### config.mk
export PLATFORM = sky130hd
export DESIGN_NAME = e1_perf_counters
export DESIGN_NICKNAME = d
export VERILOG_FILES = /design/src/rtl/e1_pc_pkg.sv /design/src/rtl/e1_pc_qual.sv /design/src/rtl/e1_pc_counter.sv /design/src/rtl/e1_pc_regmap.sv /design/src/rtl/e1_perf_counters.sv
export SDC_FILE = /design/constraint.sdc
export NUM_CORES = 1
export LEC_CHECK = 0
export BUFFER_PORTS_ARGS = -buffer_cell sky130_fd_sc_hd__buf_2
export CORE_MARGIN = 8
export CORE_UTILIZATION = 45
export CTS_CLUSTER_SIZE = 12
export DETAILED_ROUTE_END_ITERATION = 6
export PLACE_DENSITY = 0.61
export SLEW_MARGIN = 20
export SYNTH_ARGS = -nofsm -noshare
export SYNTH_HDL_FRONTEND = slang
export SYNTH_SLANG_ARGS = --single-unit
### constraint.sdc
create_clock -name clk -period 2.2 [get_ports clk]
set_input_delay 0.44 -clock clk [delete_from_list [all_inputs] [get_ports clk]]
set_output_delay 0.44 -clock clk [all_outputs]
set_load 0.01 [all_outputs]
### src/rtl/e1_pc_pkg.sv
package e1_pc_pkg;
   localparam int DATA_W        = 8;
   localparam int EBIT_FRAME_A  = 13;
   localparam int EBIT_FRAME_B  = 15;
   localparam int OFS_CRC_HI    = 0;
   localparam int OFS_CRC_LO    = 1;
   localparam int OFS_EB_HI     = 2;
   localparam int OFS_EB_LO     = 3;
   localparam int NUM_BYTES     = 4;

   typedef struct packed {
      logic crc;
      logic ebit;
      logic fas;
   } pc_inc_t;
endpackage

### src/rtl/e1_pc_qual.sv
module e1_pc_qual
   import e1_pc_pkg::*;
#(
   parameter int FRAME_W   = 4,
   parameter bit CAS_GATES = 1'b0
) (
   input  logic               crc_err_stb,
   input  logic               ebit_stb,
   input  logic               ebit_val,
   input  logic               fas_err_stb,
   input  logic [FRAME_W-1:0] frame_num,
   input  logic               crc4_mode,
   input  logic               fas_sync_lost,
   input  logic               mf_sync_lost,
   input  logic               cas_sync_lost,
   output pc_inc_t            inc
);
   localparam logic [FRAME_W-1:0] FR_A = FRAME_W'(EBIT_FRAME_A);
   localparam logic [FRAME_W-1:0] FR_B = FRAME_W'(EBIT_FRAME_B);

   logic in_sync;
   logic ebit_slot;

   generate
      if (CAS_GATES) begin : g_cas_gate
         assign in_sync = !fas_sync_lost && !mf_sync_lost && !cas_sync_lost;
      end else begin : g_cas_ignore
         logic unused_cas;
         assign unused_cas = cas_sync_lost;
         assign in_sync    = !fas_sync_lost && !mf_sync_lost;
      end
   endgenerate

   assign ebit_slot = crc4_mode && ((frame_num == FR_A) || (frame_num == FR_B));

   always_comb begin
      inc      = '0;
      inc.crc  = crc_err_stb && in_sync;
      inc.ebit = ebit_stb && !ebit_val && ebit_slot && in_sync;
      inc.fas  = fas_err_stb && !fas_sync_lost;
   end
endmodule

### src/rtl/e1_pc_counter.sv
module e1_pc_counter #(
   parameter int WIDTH    = 10,
   parameter bit SATURATE = 1'b0
) (
   input  logic             clk,
   input  logic             rst_n,
   input  logic             tick,
   input  logic             inc,
   output logic [WIDTH-1:0] live,
   output logic [WIDTH-1:0] held
);
   localparam logic [WIDTH-1:0] TOP_VAL = '1;
   localparam logic [WIDTH-1:0] ONE     = WIDTH'(1);

   logic [WIDTH-1:0] bumped;

   generate
      if (SATURATE) begin : g_sat
         assign bumped = (live == TOP_VAL) ? live : live + ONE;
      end else begin : g_wrap
         assign bumped = live + ONE;
      end
   endgenerate

   always_ff @(posedge clk or negedge rst_n) begin
      if (!rst_n) begin
         live <= '0;
         held <= '0;
      end else if (tick) begin
         held <= live;
         live <= inc ? ONE : '0;
      end else if (inc) begin
         live <= bumped;
      end
   end
endmodule

### src/rtl/e1_pc_regmap.sv
module e1_pc_regmap
   import e1_pc_pkg::*;
#(
   parameter int ADDR_W = 8,
   parameter int BASE   = 2,
   parameter int CRC_W  = 10,
   parameter int EB_W   = 10,
   parameter int FAS_W  = 12
) (
   input  logic [ADDR_W-1:0] rd_addr,
   input  logic [CRC_W-1:0]  crc_held,
   input  logic [EB_W-1:0]   eb_held,
   input  logic [FAS_W-1:0]  fas_held,
   output logic [DATA_W-1:0] rd_data
);
   localparam int FAS_HALF = FAS_W / 2;
   localparam logic [ADDR_W-1:0] A_CRC_HI = ADDR_W'(BASE + OFS_CRC_HI);
   localparam logic [ADDR_W-1:0] A_CRC_LO = ADDR_W'(BASE + OFS_CRC_LO);
   localparam logic [ADDR_W-1:0] A_EB_HI  = ADDR_W'(BASE + OFS_EB_HI);
   localparam logic [ADDR_W-1:0] A_EB_LO  = ADDR_W'(BASE + OFS_EB_LO);

   always_comb begin
      rd_data = '0;
      if (rd_addr == A_CRC_HI)
         rd_data = {fas_held[FAS_W-1 -: FAS_HALF], crc_held[CRC_W-1:DATA_W]};
      else if (rd_addr == A_CRC_LO)
         rd_data = crc_held[DATA_W-1:0];
      else if (rd_addr == A_EB_HI)
         rd_data = {fas_held[FAS_HALF-1:0], eb_held[EB_W-1:DATA_W]};
      else if (rd_addr == A_EB_LO)
         rd_data = eb_held[DATA_W-1:0];
   end
endmodule

### src/rtl/e1_perf_counters.sv
module e1_perf_counters
   import e1_pc_pkg::*;
#(
   parameter int ADDR_W    = 8,
   parameter int BASE      = 2,
   parameter int FRAME_W   = 4,
   parameter int CRC_W     = 10,
   parameter int EB_W      = 10,
   parameter int FAS_W     = 12,
   parameter bit CAS_GATES = 1'b0
) (
   input  logic               clk,
   input  logic               rst_n,
   input  logic               sec_tick,
   input  logic               crc_err_stb,
   input  logic               ebit_stb,
   input  logic               ebit_val,
   input  logic               fas_err_stb,
   input  logic [FRAME_W-1:0] frame_num,
   input  logic               crc4_mode,
   input  logic               fas_sync_lost,
   input  logic               mf_sync_lost,
   input  logic               cas_sync_lost,
   input  logic [ADDR_W-1:0]  rd_addr,
   output logic [7:0]         rd_data
);
   localparam int HI_W     = CRC_W - DATA_W;
   localparam int FAS_HALF = FAS_W / 2;

   generate
      if (CRC_W != EB_W)
         $error("CRC and E-bit tallies must share one width");
      if (HI_W < 1 || HI_W + FAS_HALF != DATA_W || (FAS_W % 2) != 0)
         $error("tally widths do not pack into the high bytes");
      if (BASE < 0 || BASE + NUM_BYTES > (1 << ADDR_W))
         $error("register window does not fit the address width");
      if ((1 << FRAME_W) <= EBIT_FRAME_B)
         $error("frame number too narrow for E-bit frames");
   endgenerate

   pc_inc_t          inc;
   logic [CRC_W-1:0] crc_live, crc_held;
   logic [EB_W-1:0]  eb_live, eb_held;
   logic [FAS_W-1:0] fas_live, fas_held;

   e1_pc_qual #(.FRAME_W(FRAME_W), .CAS_GATES(CAS_GATES)) u_qual (
      .crc_err_stb  (crc_err_stb),
      .ebit_stb     (ebit_stb),
      .ebit_val     (ebit_val),
      .fas_err_stb  (fas_err_stb),
      .frame_num    (frame_num),
      .crc4_mode    (crc4_mode),
      .fas_sync_lost(fas_sync_lost),
      .mf_sync_lost (mf_sync_lost),
      .cas_sync_lost(cas_sync_lost),
      .inc          (inc)
   );

   e1_pc_counter #(.WIDTH(CRC_W), .SATURATE(1'b0)) u_crc (
      .clk(clk), .rst_n(rst_n), .tick(sec_tick), .inc(inc.crc),
      .live(crc_live), .held(crc_held)
   );

   e1_pc_counter #(.WIDTH(EB_W), .SATURATE(1'b0)) u_ebit (
      .clk(clk), .rst_n(rst_n), .tick(sec_tick), .inc(inc.ebit),
      .live(eb_live), .held(eb_held)
   );

   e1_pc_counter #(.WIDTH(FAS_W), .SATURATE(1'b1)) u_fas (
      .clk(clk), .rst_n(rst_n), .tick(sec_tick), .inc(inc.fas),
      .live(fas_live), .held(fas_held)
   );

   e1_pc_regmap #(
      .ADDR_W(ADDR_W), .BASE(BASE), .CRC_W(CRC_W), .EB_W(EB_W), .FAS_W(FAS_W)
   ) u_map (
      .rd_addr (rd_addr),
      .crc_held(crc_held),
      .eb_held (eb_held),
      .fas_held(fas_held),
      .rd_data (rd_data)
   );
endmodule

==> flow_summary.json, run 1 <==
{
  "cts.sinks": 64,
  "antenna_found_initial": 0,
  "synth_area_per_cell_um2": 11.27,
  "grt_max_degree": 70,
  "cp-startpoint": "rd_addr[7]",
  "drt_iter0_drc": 114,
  "min_period_ps": 2007,
  "clock.fmax_mhz": 498.2,
  "min_period_over_period": 0.9124,
  "fin_cells": 415,
  "min_path_type": "input pin to asynchronous set/reset pin",
  "ys_types": 43,
  "clock_path_buffers": 2,
  "finalWirelength_mm": 6.280,
  "maxCapViolCount": 0,
  "cellLeakagePower_nw": 1.702,
  "final_cell_area_um2": 3705,
  "hold_viol_final": 0,
  "r2r_setup_slack_ps": 270,
  "cts_buffers": 9,
  "post-place-ws_ps": 190.3,
  "design.core.area_um2": 6832,
  "grt_pass1_wl_mm": 10.78,
  "setup.worst_path.class": "input pin to output port",
  "required_ps": 1760,
  "grt_pass1_vias": 2246,
  "clock_latency_ps": 330,
  "die_y_um": 100.0,
  "clk_pin_slew_ps": 70,
  "globalplace.congestion": 0.8104,
  "postCtsSetupBuffers": 0,
  "cts_hold_buf": 0,
  "syn_area_um2": 3177,
  "worst_pin_slew_ps": 590.4,
  "reg2regPathDepth": 5,
  "synthCells": 282,
  "diodes": 0,
  "fillCellCount": 626,
  "rows": 30,
  "syn2layout_area_growth_pct": 16.62,
  "skew_ps": 5.389,
  "wl_per_cell_um": 15.13,
  "setup_tns_ps": 0,
  "die_width_um": 100.0,
  "fin_ws_ps": 192.8,
  "worst_setup_path_end_kind": "output port",
  "placed_cells": 400,
  "place_area_um2": 3485,
  "antenna_left": 0,
  "ys_warn_count": 0,
  "ys_seq_elements": 64,
  "cts_tree": "done",
  "die_area_um2": 10000,
  "io_pins": 31,
  "crit_fanout": 8,
  "synth_edf_count": 0,
  "crit_arrival_ps": 1570,
  "status": "complete, no violations",
  "crit_end": "rd_data[6]",
  "final_layout_size_suffix_gt1_frac": 0.2853,
  "vias": 2234,
  "first_pass_iters": 4,
  "ctsResizeCount": 0,
  "grt_usage": 0.1377,
  "synthArstFlopShare": 1.000,
  "synth_ff_type": "dfrtp_1",
  "final_nets": 341,
  "yosysSeqAreaShare": 0.5041,
  "rr_startpoint": "u_fas.live[0]",
  "via_per_inst": 5.383,
  "worstReg2RegEnd": "u_fas.live[6]",
  "maxSlewHeadroom": 0.6031,
  "overflow": 0,
  "start_kind": "input pin",
  "setup_viol": 0,
  "final_common_cell": "dfrtp_1",
  "htreeDepth": 3,
  "rsz0062_at_grt": "false",
  "post-route-util": 0.5423,
  "numPortBuffers": 28,
  "initial_core_util": 0.4650,
  "drc_errors": 0,
  "layout_common_cells": "64 x dfrtp_1, 34 x mux2_2, 28 x buf_2, 24 x nor2_1, 20 x mux2i_1",
  "hpwl_mm": 4.352,
  "max-vdd-ir-drop_mv": 0.3855,
  "synth_nets": 308,
  "drv_slew": 0,
  "powerDensity_nw_per_um2": 666.3,
  "clockRootBuffer": "clkbuf_8"
}
-- state kept, by name, summed over array words and instances, names as in the netlist --
register	cells
u_ebit.live	10
u_crc.held	10
u_crc.live	10
u_ebit.held	10
u_fas.live	12
u_fas.held	12
-- per-stage QoR --
step | power (W) | hold slack [ps]
finish | 0.002468 | 122.6
floorplan | 0.001303 | 144.4
CTS | 0.002499 | 125.9
global route | 0.002563 | 144.2
detailed placement | 0.001378 | 484.2
global placement | 0.001376 | 483.5
-- critical path, stage by stage --
cell and delay (ps):
buf_2 90, or4_1 500, nor2_1 100, buf_4 150
and2_1 150, buf_2 140
-- cell usage after synthesis (all sizes together) (4+ instances only) --
cell / count / area [um2]
or3: 5 / 31.28
a21oi: 7 / 35.03
nor4: 5 / 37.53
buf: 4 / 18.76
nor2b: 5 / 31.28
dfrtp: 64 / 1602
nor3: 5 / 25.02
nor2: 24 / 90.09
clkbuf: 12 / 46.29
nand2: 9 / 33.78
nand4: 7 / 43.79
and2: 8 / 50.05
nand3: 9 / 50.05
mux2: 35 / 394.1
nand2b: 6 / 37.54
o22ai: 8 / 50.05
mux2i: 20 / 200.2
xnor2: 12 / 105.1
or4: 5 / 41.29
-- area by class of cell --
type / instances / area (um2) / share of cell area
Sequential cell: 64 / 1602 / 0.4323
Multi-Input combinational cell: 199 / 1499 / 0.4046
Timing Repair Buffer: 38 / 252.7 / 0.06822
Clock buffer: 12 / 155.1 / 0.04188
Tap cell: 96 / 120.1 / 0.03242
Clock inverter: 3 / 65.06 / 0.01756
Inverter: 3 / 11.26 / 0.003040
-- power by group --
part | total [W] | switching, W | internal (W)
Clock | 0.00112 | 0.000424 | 0.000693
Sequential | 0.00120 | 0.0000123 | 0.00119
Combinational | 0.000149 | 0.0000850 | 0.0000637
Total | 0.00247 | 0.000521 | 0.00195
-- routing by layer --
metal	GRT usage	share of wire	vias to the layer above	routed length [um]
met5	0	0	-	0
met3	0.02561	0.017	11	106
li1	-	-	1086	-
met2	0.2217	0.48	17	3040
met4	0.06977	0.017	0	108
met1	0.1725	0.48	1120	3024
-- cell families (layout without fill, tap and decap cells) --
kind of cell    after synthesis  after routing  synth area share
mux                          55             55            0.1871
xor+xnor                     15             15           0.04136
simple gates                 99             99            0.1780
flops                        64             64            0.5041
compound gates               27             27           0.05356
fa+ha+maj                     3              3           0.01182
buf+inv                      19             56           0.02402
-- worst min path at each step --
stage                     startpoint       endpoint  cells after the start
final                          rst_n  u_fas.held[0]                      2
after global routing           rst_n  u_fas.held[0]                      2
after CTS                      rst_n  u_fas.held[0]                      2
after detailed placement       rst_n  u_fas.live[1]                      2
after global placement         rst_n  u_fas.live[1]                      2
after floorplan                rst_n  u_crc.held[0]                      0
Note: power is estimated with default switching activity, not from simulation.
==> inputs of run 2 (changes only) <==
--- a/config.mk
+++ b/config.mk
@@ -14,4 +14,5 @@
 export SLEW_MARGIN = 20
 export SYNTH_ARGS = -nofsm -noshare
 export SYNTH_HDL_FRONTEND = slang
+export SYNTH_HIERARCHICAL = 1
 export SYNTH_SLANG_ARGS = --single-unit
==> constraint.sdc (replaced) <==
create_clock -name clk -period 2.1 [get_ports clk]
set_input_delay 0.42 -clock clk [delete_from_list [all_inputs] [get_ports clk]]
set_output_delay 0.42 -clock clk [all_outputs]
set_load 0.01 [all_outputs]
==> run 2 against run 1 <==
Core utilization rose by 0.091 points. Critical path depth down 1. Via count fell by 0.58%. Worst hold slack worse by 35 ps. Cell area is 0.17% higher. Combinational power barely moved. First-iteration DRC count shrank 13%. Final cell count grew 0.24%. Clock-buffer cell count up 1. Register-to-register slack improved by 170 ps. Die area increased by 0.56%. Largest power group unchanged.
==> flow_summary.json, run 2 <==
{
  "grt_pass1_vias": 2265,
  "grt_usage": 0.1369,
  "grt_max_degree": 65,
  "final_layout_size_suffix_gt1_frac": 0.3000,
  "cp-startpoint": "rd_addr[4]",
  "ctsResizeCount": 0,
  "syn2layout_area_growth_pct": 16.04,
  "cts.sinks": 64,
  "top_layer_used": "met4",
  "min_path_type": "input pin to asynchronous set/reset pin",
  "met2WireLength_mm": 3.023,
  "drc_errors": 0,
  "powerDensity_nw_per_um2": 688.4,
  "synth_nets": 306,
  "setup_tns_ps": 0,
  "clk_pin_slew_ps": 70,
  "top_regs": "u_fas/held: 12 flops, u_fas/live: 12 flops",
  "crit_arrival_ps": 1530,
  "initial_core_util": 0.4681,
  "via_per_inst": 5.339,
  "synthArstFlopShare": 1.000,
  "drv_slew": 0,
  "globalplace.congestion": 0.7910,
  "rr_startpoint": "u_fas/live[6]",
  "design.core.area_um2": 6832,
  "clock_path_buffers": 2,
  "wl_per_cell_um": 15.38,
  "die_y_um": 100.3,
  "first_pass_iters": 4,
  "antenna_left": 0,
  "synth_area_per_cell_um2": 11.42,
  "synth.most_common_cell": "dfrtp_1",
  "synthTopCellsByCount": "64 x dfrtp_1, 34 x mux2_2, 19 x mux2i_1",
  "m1WireLength_mm": 3.036,
  "antenna_found_initial": 0,
  "ys_warn_count": 6,
  "synth_edf_count": 0,
  "clock_latency_ps": 330,
  "postCtsSetupBuffers": 0,
  "numPortBuffers": 28,
  "worst_setup_path_end_kind": "output port",
  "cellLeakagePower_nw": 1.717,
  "vias": 2221,
  "maxSlewHeadroom": 0.7130,
  "cts_buffers": 9,
  "required_ps": 1680,
  "wl_met3_um": 277,
  "yosys.area.top_type": "dfrtp_1",
  "rsz0062_at_grt": "false",
  "skew_ps": 7.781,
  "synth_ff_type": "dfrtp_1",
  "clockRootBuffer": "clkbuf_8",
  "power_w": 0.002555,
  "start_kind": "input pin",
  "min_period_over_period": 0.9267,
  "hold_viol_final": 0,
  "fin_cells": 416,
  "min_period_ps": 1946,
  "grt_pass1_wl_mm": 10.80,
  "synth_top_cell_area_share": 0.5008,
  "cts_hold_buf": 0,
  "io_pins": 31,
  "drt_iter0_drc": 99,
  "yosysSeqAreaShare": 0.5008,
  "ys_seq_elements": 64,
  "crit_fanout": 8,
  "final_common_cell": "dfrtp_1",
  "ys_types": 45,
  "setup_viol": 0,
  "htreeDepth": 3,
  "synth_area_leaders": "dfrtp_1 50%, mux2_2 12%, mux2i_1 5.9%",
  "rows": 30,
  "worst_pin_slew_ps": 428.9,
  "status": "complete, no violations",
  "synthCells": 280,
  "placed_cells": 400,
  "hpwl_mm": 4.576,
  "die_area_um2": 10060,
  "die_width_um": 100.3,
  "syn_area_um2": 3198,
  "finalWirelength_mm": 6.400,
  "clock.fmax_mhz": 513.8,
  "cts_tree": "done",
  "final_nets": 341,
  "maxCapViolCount": 0,
  "max-vdd-ir-drop_mv": 0.4261,
  "diodes": 0,
  "setup.worst_path.class": "input pin to output port",
  "overflow": 0,
  "layout_common_cells": "64 x dfrtp_1, 34 x mux2_2, 28 x buf_2, 19 x mux2i_1, 16 x nand2_1"
}
## run 2: cell families (layout without fill, tap and decap cells)
family | after synthesis | count (layout) | synth area share
xor+xnor | 8 | 8 | 0.02191
fa+ha+maj | 3 | 3 | 0.01174
compound gates | 46 | 46 | 0.08999
buf+inv | 17 | 57 | 0.02426
simple gates | 89 | 89 | 0.1721
mux | 53 | 53 | 0.1792
flops | 64 | 64 | 0.5008
## run 2: per-stage QoR
stage | hold slack [ps] | utilization | setup slack (ps) | cell area [um2]
final | 88.04 | 0.5432 | 153.8 | 3711
after detailed placement | 462.7 | 0.5119 | 81.51 | 3497
after floorplan | 124.4 | - | 48.47 | 3198
after CTS | 94.93 | 0.5432 | 148.3 | 3711
after global placement | 463.1 | 0.5119 | 91.03 | 3497
after global routing | 105.7 | 0.5432 | 87.79 | 3711
## run 2: power by group
group	total [W]	switching, W	internal [W]
clock network	0.00115	0.000447	0.000701
logic	0.000149	0.0000835	0.0000652
registers	0.00126	0.0000120	0.00125
## run 2: path summary, 6_finish.rpt
path	cells after the start	end	slack, ps
worst max-delay path	5	rd_data[2]	150
min in group clk	1	u_fas/held[9]	510
worst max register to register	4	u_fas/live[1]	440
max in group asynchronous	2	u_fas/held[8]	1730
worst min register to register	1	u_fas/held[9]	510
worst min-delay path	2	u_fas/live[4]	90
## run 2: metal layers
metal	GRT usage	vias to the layer above
met5	0	-
met4	0.03953	0
met1	0.1685	1074
met2	0.2200	32
met3	0.04844	7
li1	-	1108
## run 2: worst max-delay path: stages
cell    delay, ps
buf_2          90
or4_4         540
nor2_4        160
and2_1        170
buf_2         140
## run 2: final cells by class
cell class              instances  area, um2
clock inverters                 3      65.06
inverters                       5      18.77
repair buffers                 36      237.7
flip-flops and latches         64       1602
fillers                       613       3120
multi-input cells             199       1519
clock buffers                  13      148.9
well taps                      96      120.1
